<file path="config.mk">
export PLATFORM = sky130hd
export DESIGN_NAME = uart_rx_brk
export DESIGN_NICKNAME = d
export VERILOG_FILES = /design/src/rtl/uart_rxb_pkg.sv /design/src/rtl/uart_rxb_sync.sv /design/src/rtl/uart_rxb_core.sv /design/src/rtl/uart_rx_brk.sv
export SDC_FILE = /design/constraint.sdc
export NUM_CORES = 1
export LEC_CHECK = 0
export ABC_AREA = 1
export BUFFER_PORTS_ARGS = -buffer_cell sky130_fd_sc_hd__clkbuf_2
export CAP_MARGIN = 5
export CORE_MARGIN = 2
export CORE_UTILIZATION = 63
export CTS_CLUSTER_SIZE = 10
export DETAILED_ROUTE_END_ITERATION = 16
export HOLD_SLACK_MARGIN = 0.15
export PLACE_DENSITY_LB_ADDON = 0.2
export SLEW_MARGIN = 20
export SYNTH_ARGS = -nofsm -noshare
export SYNTH_HDL_FRONTEND = slang
export SYNTH_SLANG_ARGS = --single-unit
</file>
<file path="constraint.sdc">
create_clock -name clk -period 2.7 [get_ports clk]
set_input_delay 0.675 -clock clk [delete_from_list [all_inputs] [get_ports clk]]
set_output_delay 0.675 -clock clk [all_outputs]
set_load 0.05 [all_outputs]
</file>
<file path="src/rtl/uart_rxb_pkg.sv">
package uart_rxb_pkg;

    localparam int DATA_MAX = 8;

    typedef enum logic [2:0] {
        ST_IDLE,
        ST_START,
        ST_DATA,
        ST_PAR,
        ST_STOP,
        ST_BRKWAIT
    } rx_state_e;

    typedef struct packed {
        logic [1:0] wlen;
        logic       par_en;
        logic       par_odd;
    } rx_cfg_t;

    typedef struct packed {
        logic [DATA_MAX-1:0] data;
        logic                perr;
        logic                ferr;
        logic                brk;
    } rx_char_t;

    function automatic logic [3:0] word_bits(input logic [1:0] w);
        return 4'd5 + {2'b00, w};
    endfunction

    function automatic logic [DATA_MAX-1:0] word_mask(input logic [1:0] w);
        return {DATA_MAX{1'b1}} >> (4'd3 - {2'b00, w});
    endfunction

    function automatic logic want_parity(input logic [DATA_MAX-1:0] d, input logic odd);
        return (^d) ^ odd;
    endfunction

endpackage

</file>
<file path="src/rtl/uart_rxb_sync.sv">
module uart_rxb_sync #(
    parameter int STAGES = 2
) (
    input  logic clk,
    input  logic rst,
    input  logic din,
    output logic dout
);
    logic [STAGES-1:0] chain;

    always_ff @(posedge clk) begin
        if (rst) chain <= '1;
        else     chain <= {chain[STAGES-2:0], din};
    end

    assign dout = chain[STAGES-1];
endmodule

</file>
<file path="src/rtl/uart_rxb_core.sv">
module uart_rxb_core
    import uart_rxb_pkg::*;
#(
    parameter int OVS = 16
) (
    input  logic     clk,
    input  logic     rst,
    input  logic     rx,
    input  logic     tick,
    input  rx_cfg_t  cfg,
    output logic     valid,
    output rx_char_t ch
);
    localparam int CNT_W = $clog2(OVS);
    localparam int MID   = OVS / 2;
    localparam int IDX_W = $clog2(DATA_MAX);

    rx_state_e           st;
    logic [CNT_W-1:0]    cnt;
    logic [IDX_W-1:0]    idx;
    logic [DATA_MAX-1:0] shreg;
    logic                seen_one;
    logic                pbit;

    logic                at_mid, at_end, last_bit;
    logic [3:0]          nbits;
    logic [DATA_MAX-1:0] aligned;
    logic                stop_bad, is_brk, par_bad;

    always_comb begin
        nbits    = word_bits(cfg.wlen);
        at_mid   = (cnt == CNT_W'(MID - 1));
        at_end   = (cnt == CNT_W'(OVS - 1));
        last_bit = ({{(4-IDX_W){1'b0}}, idx} == nbits - 4'd1);
        aligned  = shreg >> (4'(DATA_MAX) - nbits);
        stop_bad = !rx;
        is_brk   = stop_bad && !seen_one;
        par_bad  = cfg.par_en && (pbit != want_parity(aligned, cfg.par_odd));
    end

    always_ff @(posedge clk) begin
        if (rst) begin
            st       <= ST_IDLE;
            cnt      <= '0;
            idx      <= '0;
            shreg    <= '0;
            seen_one <= 1'b0;
            pbit     <= 1'b0;
            valid    <= 1'b0;
            ch       <= '0;
        end else begin
            valid <= 1'b0;
            if (tick) begin
                case (st)
                    ST_IDLE: begin
                        if (!rx) begin
                            st  <= ST_START;
                            cnt <= '0;
                        end
                    end
                    ST_START: begin
                        if (at_mid) begin
                            cnt      <= '0;
                            idx      <= '0;
                            shreg    <= '0;
                            seen_one <= 1'b0;
                            st       <= rx ? ST_IDLE : ST_DATA;
                        end else begin
                            cnt <= cnt + 1'b1;
                        end
                    end
                    ST_DATA: begin
                        if (at_end) begin
                            cnt      <= '0;
                            shreg    <= {rx, shreg[DATA_MAX-1:1]};
                            seen_one <= seen_one | rx;
                            if (last_bit) st <= cfg.par_en ? ST_PAR : ST_STOP;
                            else          idx <= idx + 1'b1;
                        end else begin
                            cnt <= cnt + 1'b1;
                        end
                    end
                    ST_PAR: begin
                        if (at_end) begin
                            cnt      <= '0;
                            pbit     <= rx;
                            seen_one <= seen_one | rx;
                            st       <= ST_STOP;
                        end else begin
                            cnt <= cnt + 1'b1;
                        end
                    end
                    ST_STOP: begin
                        if (at_end) begin
                            cnt     <= '0;
                            valid   <= 1'b1;
                            ch.data <= is_brk ? '0 : aligned;
                            ch.perr <= !is_brk && par_bad;
                            ch.ferr <= stop_bad;
                            ch.brk  <= is_brk;
                            if (is_brk) begin
                                st <= ST_BRKWAIT;
                            end else if (stop_bad) begin
                                idx      <= '0;
                                shreg    <= '0;
                                seen_one <= 1'b0;
                                st       <= ST_DATA;
                            end else begin
                                st <= ST_IDLE;
                            end
                        end else begin
                            cnt <= cnt + 1'b1;
                        end
                    end
                    ST_BRKWAIT: begin
                        if (rx) st <= ST_IDLE;
                    end
                    default: st <= ST_IDLE;
                endcase
            end
        end
    end


    strobe_single_chk: assert property (@(posedge clk) disable iff (rst)
        valid |=> !valid);


    brk_shape_chk: assert property (@(posedge clk) disable iff (rst)
        (valid && ch.brk) |-> (ch.ferr && !ch.perr && ch.data == '0));


    perr_gated_chk: assert property (@(posedge clk) disable iff (rst)
        (valid && !cfg.par_en) |-> !ch.perr);


    upper_zero_chk: assert property (@(posedge clk) disable iff (rst)
        valid |-> ((ch.data & ~word_mask(cfg.wlen)) == '0));


    brkwait_quiet_chk: assert property (@(posedge clk) disable iff (rst)
        (st == ST_BRKWAIT && $past(st) == ST_BRKWAIT) |-> !valid);
endmodule

</file>
<file path="src/rtl/uart_rx_brk.sv">
module uart_rx_brk
    import uart_rxb_pkg::*;
#(
    parameter int OVS         = 16,
    parameter int SYNC_STAGES = 2
) (
    input  logic       clk,
    input  logic       rst,
    input  logic       rxd,
    input  logic       os_tick,
    input  logic [1:0] word_len,
    input  logic       par_en,
    input  logic       par_odd,
    output logic       rx_valid,
    output logic [7:0] rx_data,
    output logic       rx_perr,
    output logic       rx_ferr,
    output logic       rx_brk
);
    logic     line_s;
    rx_cfg_t  cfg;
    rx_char_t ch;

    assign cfg = '{wlen: word_len, par_en: par_en, par_odd: par_odd};

    uart_rxb_sync #(.STAGES(SYNC_STAGES)) sync_i (
        .clk  (clk),
        .rst  (rst),
        .din  (rxd),
        .dout (line_s)
    );

    uart_rxb_core #(.OVS(OVS)) core_i (
        .clk   (clk),
        .rst   (rst),
        .rx    (line_s),
        .tick  (os_tick),
        .cfg   (cfg),
        .valid (rx_valid),
        .ch    (ch)
    );

    assign rx_data = ch.data;
    assign rx_perr = ch.perr;
    assign rx_ferr = ch.ferr;
    assign rx_brk  = ch.brk;
endmodule

</file>
==> flow_summary.json, run 1 <==
{
  "status": "finished, final reports clean",
  "cts_made_buffers": 5,
  "worst_r2r_endpoint": "core_i.ch[9]",
  "drv_cap": 0,
  "syn-cell-area_mm2": 0.002012,
  "worst_slack_ns": 0.6419,
  "synth_cell_types": 33,
  "hold_buffers": 0,
  "die_y_um": 60.51,
  "crit_start": "core_i.cnt[0]",
  "p_leak_nw": 1.040,
  "cts_tree": "yes",
  "io_pins": 20,
  "area_delta_synth_final_pct": 10.32,
  "core_mm2": 0.003053,
  "final-max-slew-violation-count": 0,
  "required_ns": 2.99,
  "crit_path_max_fanout": 13,
  "cp.arrival_ns": 2.35,
  "grt_setup_unrepaired": "no",
  "layout_commonest_cell": "nand2_1",
  "drc": 0,
  "ir_drop_mv": 0.4611,
  "dr.pass1.iters": 4,
  "crit_path_start_kind": "register",
  "hpwl_um": 3098,
  "worst_slew_pin_slew_ns": 0.4228,
  "grt-ovfl-total": 0,
  "num_rows": 20,
  "synth_area_leaders": "dfxtp_1 (34%), nand2_1 (19%), inv_1 (6.2%)",
  "slew_headroom_pct": 71.82,
  "cp-end-kind": "register",
  "r2r-start": "core_i.cnt[0]",
  "pwr-share-clk_pct": 26.8,
  "grt_pass1_vias": 1635,
  "grt_pass1_wl_um": 7072,
  "wire_per_inst_um": 11.17,
  "dieArea_mm2": 0.003661,
  "yosysTopAreaCell": "dfxtp_1",
  "synthSimpleGateAreaFrac_pct": 38.56,
  "cts_setup_buffers": 0,
  "cts-root-buf": "clkbuf_4",
  "place_inst": 365,
  "crit_end": "core_i.ch[9]",
  "synthMuxAreaShare_pct": 0,
  "p_seq_share_pct": 35.3,
  "cts_buffer_depth": 2,
  "cts_htree_levels": 2,
  "gp_congestion": 0.8875,
  "antenna_found_initial": 0,
  "yosysTopAreaCellShare_pct": 33.83,
  "ys_async_sr_fraction_pct": 0,
  "postRouteAntennaNets": 0,
  "p_comb_share_pct": 37.9,
  "syn_inst": 311,
  "start_util_pct": 65.90,
  "synth_compound_area_share_pct": 14.24,
  "via_per_inst": 5.201,
  "fin_cells": 373,
  "ys_dominant_reg_cell": "dfxtp_1",
  "period_share_pct": 76.23,
  "path_class": "reg -> reg",
  "power.internal_mw": 1.076,
  "max_freq_mhz": 485.9,
  "placed_area_mm2": 0.002113,
  "gr-usage-all-layers_pct": 25.90,
  "worstHoldPathType": "reg -> reg",
  "final_area_mm2": 0.002220,
  "worst-r2r-cell-count": 9,
  "powerDensity_mw_per_mm2": 795.8,
  "ys_ff_latch": 34,
  "synth-xor-area-share_pct": 2.612,
  "rrSetupSlack_ns": 0.64,
  "clock_latency_ns": 0.36,
  "hold_violations": 0,
  "syn-num-nets": 321,
  "sw_frac_of_total_pct": 39.08,
  "cts_resized": 0,
  "cts.sinks": 34,
  "dr.first_iter.drc_count": 96,
  "synth_top_family_by_area": "simple AND/OR/NAND/NOR gates",
  "finalNetCount": 338,
  "io_buffers": 19,
  "die_x_um": 60.51,
  "grt_max_degree": 21,
  "yosysSeqAreaShare_pct": 33.83,
  "synth_edf_count": 0,
  "finalSetupTns_ns": 0,
  "syn_avg_cell_area_um2": 6.469,
  "vias": 1940,
  "path_clk_slew_ns": 0.11,
  "layout_common_cells": "nand2_1 (104), dfxtp_1 (34), inv_1 (33)",
  "routed_wl_um": 4165,
  "synthAdderAreaFrac_pct": 1.244,
  "setup_viol": 0,
  "drive_gt1_share_pct": 14.89,
  "p_sw_mw": 0.6902,
  "n_antenna_cell": 0,
  "dp_slack_ns": 0.5115,
  "finClkSkew_ns": 0.01411,
  "min_period_ns": 2.058,
  "yosys_warnings": 0,
  "nFillCells": 278
}
==> synthesized netlist by cell type (all sizes together) (4+ instances only) <==
| cell | n |
|---|---|
| clkbuf | 4 |
| nor3 | 4 |
| nand3 | 25 |
| nand2 | 108 |
| a211oi | 9 |
| o21ai | 10 |
| dfxtp | 34 |
| a21oi | 21 |
| nor2 | 34 |
| buf | 6 |
| inv | 35 |
==> state kept, by name (all words and copies together), names as in the netlist <==
name / flops
core_i.seen_one: 1
core_i.cnt: 4
sync_i.chain: 2
core_i.ch: 11
core_i.valid: 1
core_i.idx: 3
core_i.pbit: 1
core_i.shreg: 8
core_i.st: 3
==> routing by layer <==
metal / vias to the layer above / track usage, % / wire length, um
met3: 8 / 6.397 / 210
li1: 1031 / - / -
met2: 52 / 40.84 / 1844
met5: - / 0 / 0
met4: 0 / 10.87 / 92
met1: 849 / 34.03 / 2017
==> worst min path at each step <==
| stage | cells after the start | startpoint | slack [ns] | end |
|---|---|---|---|---|
| floorplan | 1 | sync_i.chain[0] | 0.39 | sync_i.chain[1] |
| global placement | 1 | sync_i.chain[0] | 0.39 | sync_i.chain[1] |
| detailed placement | 1 | sync_i.chain[0] | 0.40 | sync_i.chain[1] |
| CTS | 1 | sync_i.chain[0] | 0.43 | sync_i.chain[1] |
| global route | 1 | sync_i.chain[0] | 0.44 | sync_i.chain[1] |
| finish | 1 | sync_i.chain[0] | 0.43 | sync_i.chain[1] |
==> cell type report <==
type | count | area (um^2) | area share [%]
repair buffers | 20 | 102.6 | 4.622
inverters | 36 | 135.1 | 6.088
clock inverters | 3 | 68.82 | 3.100
multi-input cells | 231 | 1140 | 51.35
well taps | 44 | 55.05 | 2.480
flip-flops and latches | 34 | 680.7 | 30.67
clock buffers | 5 | 37.54 | 1.691
==> power by group through the flow <==
| stage | logic, mW | clock network, mW | registers, mW |
|---|---|---|---|
| 2_1_floorplan | 0.564 | 0 | 0.622 |
| 3_3_place_gp | 0.640 | 0 | 0.632 |
| 3_5_place_dp | 0.654 | 0 | 0.634 |
| 4_1_cts | 0.665 | 0.484 | 0.623 |
| 5_1_grt | 0.767 | 0.508 | 0.633 |
| 6_report | 0.670 | 0.473 | 0.623 |
==> worst max-delay path: stages, from the launching register on <==
cell,delay [ns]
dfxtp_1,0.38
ha_1,0.20
nand2_2,0.09
nor2_4,0.14
inv_1,0.08
nor2_1,0.13
nand2_1,0.28
nor2_2,0.40
nand3_1,0.14
a21oi_1,0.15
==> per-stage QoR <==
step,power [mW],util (%),hold slack (ns)
after floorplan,1.186,-,0.3895
after global placement,1.272,69.22,0.3920
after detailed placement,1.288,69.22,0.4024
after CTS,1.772,72.70,0.4317
after global routing,1.908,72.70,0.4368
final,1.766,72.70,0.4279
==> logic make-up (layout without fill, tap and decap cells) <==
logic type	after synthesis	count (layout)
DFF	34	34
AOI/OAI and AO/OA	43	43
xor gates and xnor gates	6	6
adders and majority gates	2	2
and+or+nand+nor	180	180
buffers and inverters	46	64
Power figures use the tool's default switching activity.
==> inputs of run 2 (changes only) <==
--- a/config.mk
+++ b/config.mk
@@ -9,7 +9,7 @@
 export BUFFER_PORTS_ARGS = -buffer_cell sky130_fd_sc_hd__clkbuf_2
 export CAP_MARGIN = 5
 export CORE_MARGIN = 2
-export CORE_UTILIZATION = 63
+export CORE_UTILIZATION = 58
 export CTS_CLUSTER_SIZE = 10
 export DETAILED_ROUTE_END_ITERATION = 16
 export HOLD_SLACK_MARGIN = 0.15
==> constraint.sdc (replaced) <==
create_clock -name clk -period 2.1 [get_ports clk]
set_input_delay 0.525 -clock clk [delete_from_list [all_inputs] [get_ports clk]]
set_output_delay 0.525 -clock clk [all_outputs]
set_load 0.05 [all_outputs]
==> run 2 against run 1 <==
Critical path depth is 1 higher. Non-clock buffer count is 3 higher. Register-to-register slack worse by 0.43 ns. Highest routed layer unchanged.
==> flow_summary.json, run 2 (same netlist as run 1, synthesis figures left out) <==
{
  "grt_setup_unrepaired": "no",
  "via_per_inst": 5.066,
  "layout_common_cells": "nand2_1 (104), dfxtp_1 (34), inv_1 (33)",
  "area_delta_synth_final_pct": 9.266,
  "hold_buffers": 0,
  "crit_slowest_cell": "dfxtp_1",
  "dr.pass1.iters": 4,
  "gp_congestion": 0.9363,
  "crit_path_max_fanout": 7,
  "gr-usage-all-layers_pct": 23.16,
  "antenna_found_initial": 0,
  "max_stage_delay_ns": 0.38,
  "use_met3_pct": 6.126,
  "drc": 0,
  "powerDensity_mw_per_mm2": 923.7,
  "required_ns": 2.32,
  "min_to": "sync_i.chain[0]",
  "cts-root-buf": "clkbuf_4",
  "cts.sinks": 34,
  "slew_headroom_pct": 71.88,
  "top_regs": "core_i.ch (11), core_i.shreg (8), core_i.cnt (4)",
  "routed_wl_um": 4027,
  "cp.arrival_ns": 2.11,
  "die_x_um": 62.90,
  "min_period_ns": 1.888,
  "hp-start": "rxd",
  "num_rows": 21,
  "cts_made_buffers": 5,
  "ir_drop_mv": 0.5944,
  "cts_buffer_depth": 2,
  "n_antenna_cell": 0,
  "met2_usage_pct": 40.69,
  "grtUsageMet1_pct": 26.41,
  "finalNetCount": 341,
  "wire_per_inst_um": 10.65,
  "finClkSkew_ns": 0.006920,
  "total_power_mw": 2.031,
  "postRouteAntennaNets": 0,
  "cts_htree_levels": 2,
  "path_class": "reg -> reg",
  "io_buffers": 19,
  "status": "finished, final reports clean",
  "worstHoldPathType": "in -> reg",
  "dp_slack_ns": 0.1588,
  "p_leak_nw": 1.035,
  "clock_latency_ns": 0.34,
  "worst_slew_pin_slew_ns": 0.4218,
  "cts_setup_buffers": 0,
  "grt_pass1_vias": 1795,
  "cpMostUsedCell": "nor2_1",
  "drive_gt1_share_pct": 15.36,
  "finalSetupTns_ns": 0,
  "largest-register": "core_i.ch",
  "io_pins": 20,
  "hold_slack_ns": 0.3763,
  "path_clk_slew_ns": 0.10,
  "r2r-start": "core_i.cnt[0]",
  "grt-ovfl-total": 0,
  "grt_max_degree": 21,
  "cp-end-kind": "register",
  "layout_commonest_cell": "nand2_1",
  "cts_resized": 0,
  "worst_r2r_endpoint": "core_i.shreg[6]",
  "crit_path_start_kind": "register",
  "dieArea_mm2": 0.003956,
  "die_y_um": 62.90,
  "rrSetupSlack_ns": 0.21,
  "dr.first_iter.drc_count": 98,
  "max_freq_mhz": 529.7,
  "hold_violations": 0,
  "vias": 1915,
  "busiest_layer": "met2",
  "drv_cap": 0,
  "crit_chain": "ha_1 -> nand2_2 -> nor2_4 -> nor2_1 -> nor2_1 -> nand2_1 -> nor2_1 -> nand2_2 -> o21ai_4 -> a211oi_1",
  "worst-r2r-cell-count": 10,
  "grt_pass1_wl_um": 7300,
  "cts_tree": "yes",
  "worst_slack_ns": 0.2120,
  "period_share_pct": 89.91,
  "largest_reg_flops": 11,
  "setup_viol": 0,
  "core_mm2": 0.003337,
  "final-max-slew-violation-count": 0,
  "hpwl_um": 3107,
  "whs_path_depth": 2,
  "start_util_pct": 60.29
}
run 2: cell count changes in the layout (fill, tap and decap cells not counted), sizes merged:
cell    previous run  this run
buf                1         4
bufinv             2         0
clkbuf            24        26
run 2: per-layer routing:
metal	vias up	wire [um]
li1	1035	-
met1	843	1779
met2	29	2043
met3	8	133
met4	0	71
met5	-	0
run 2: cell type report:
class                   count  area [um^2]
flip-flops and latches     34        680.7
clock inverters             1        5.005
repair buffers             23        125.1
inverters                  36        135.1
multi-input cells         231         1140
well taps                  46        57.56
clock buffers               7        55.05
fillers                   338         1139
run 2: worst max-delay path by stage:
stage,start,end,slack (ns),cells after the start
3_5_place_dp,word_len[0],core_i.ch[2],0.16,15
5_1_grt,core_i.cnt[0],core_i.shreg[6],0.01,10
3_3_place_gp,word_len[0],core_i.ch[2],0.23,15
6_report,core_i.cnt[0],core_i.shreg[6],0.21,10
4_1_cts,core_i.cnt[0],core_i.shreg[6],0.20,10
2_1_floorplan,core_i.cnt[0],core_i.shreg[2],0.44,10
run 2: where the power goes:
group	switching, mW	internal (mW)	total [mW]
logic	0.565	0.292	0.856
clock network	0.210	0.162	0.372
registers	0.0743	0.728	0.803
run 2: metrics by stage:
stage                     util (%)  cell area, um^2  instances
final                        65.88             2198        378
after global routing         65.88             2198        378
after CTS                    65.88             2198        378
after detailed placement     64.08             2138        370
after global placement       64.08             2138        370
after floorplan                  -             2012        311
run 2: critical path: cells and delay by family, from the launching register on:
family / cells / cell delay, ns
adder cells (fa/ha/maj): 1 / 0.19
AND/OR/NAND/NOR: 7 / 0.83
AO/OA/AOI/OAI: 2 / 0.36
flip-flops: 1 / 0.38
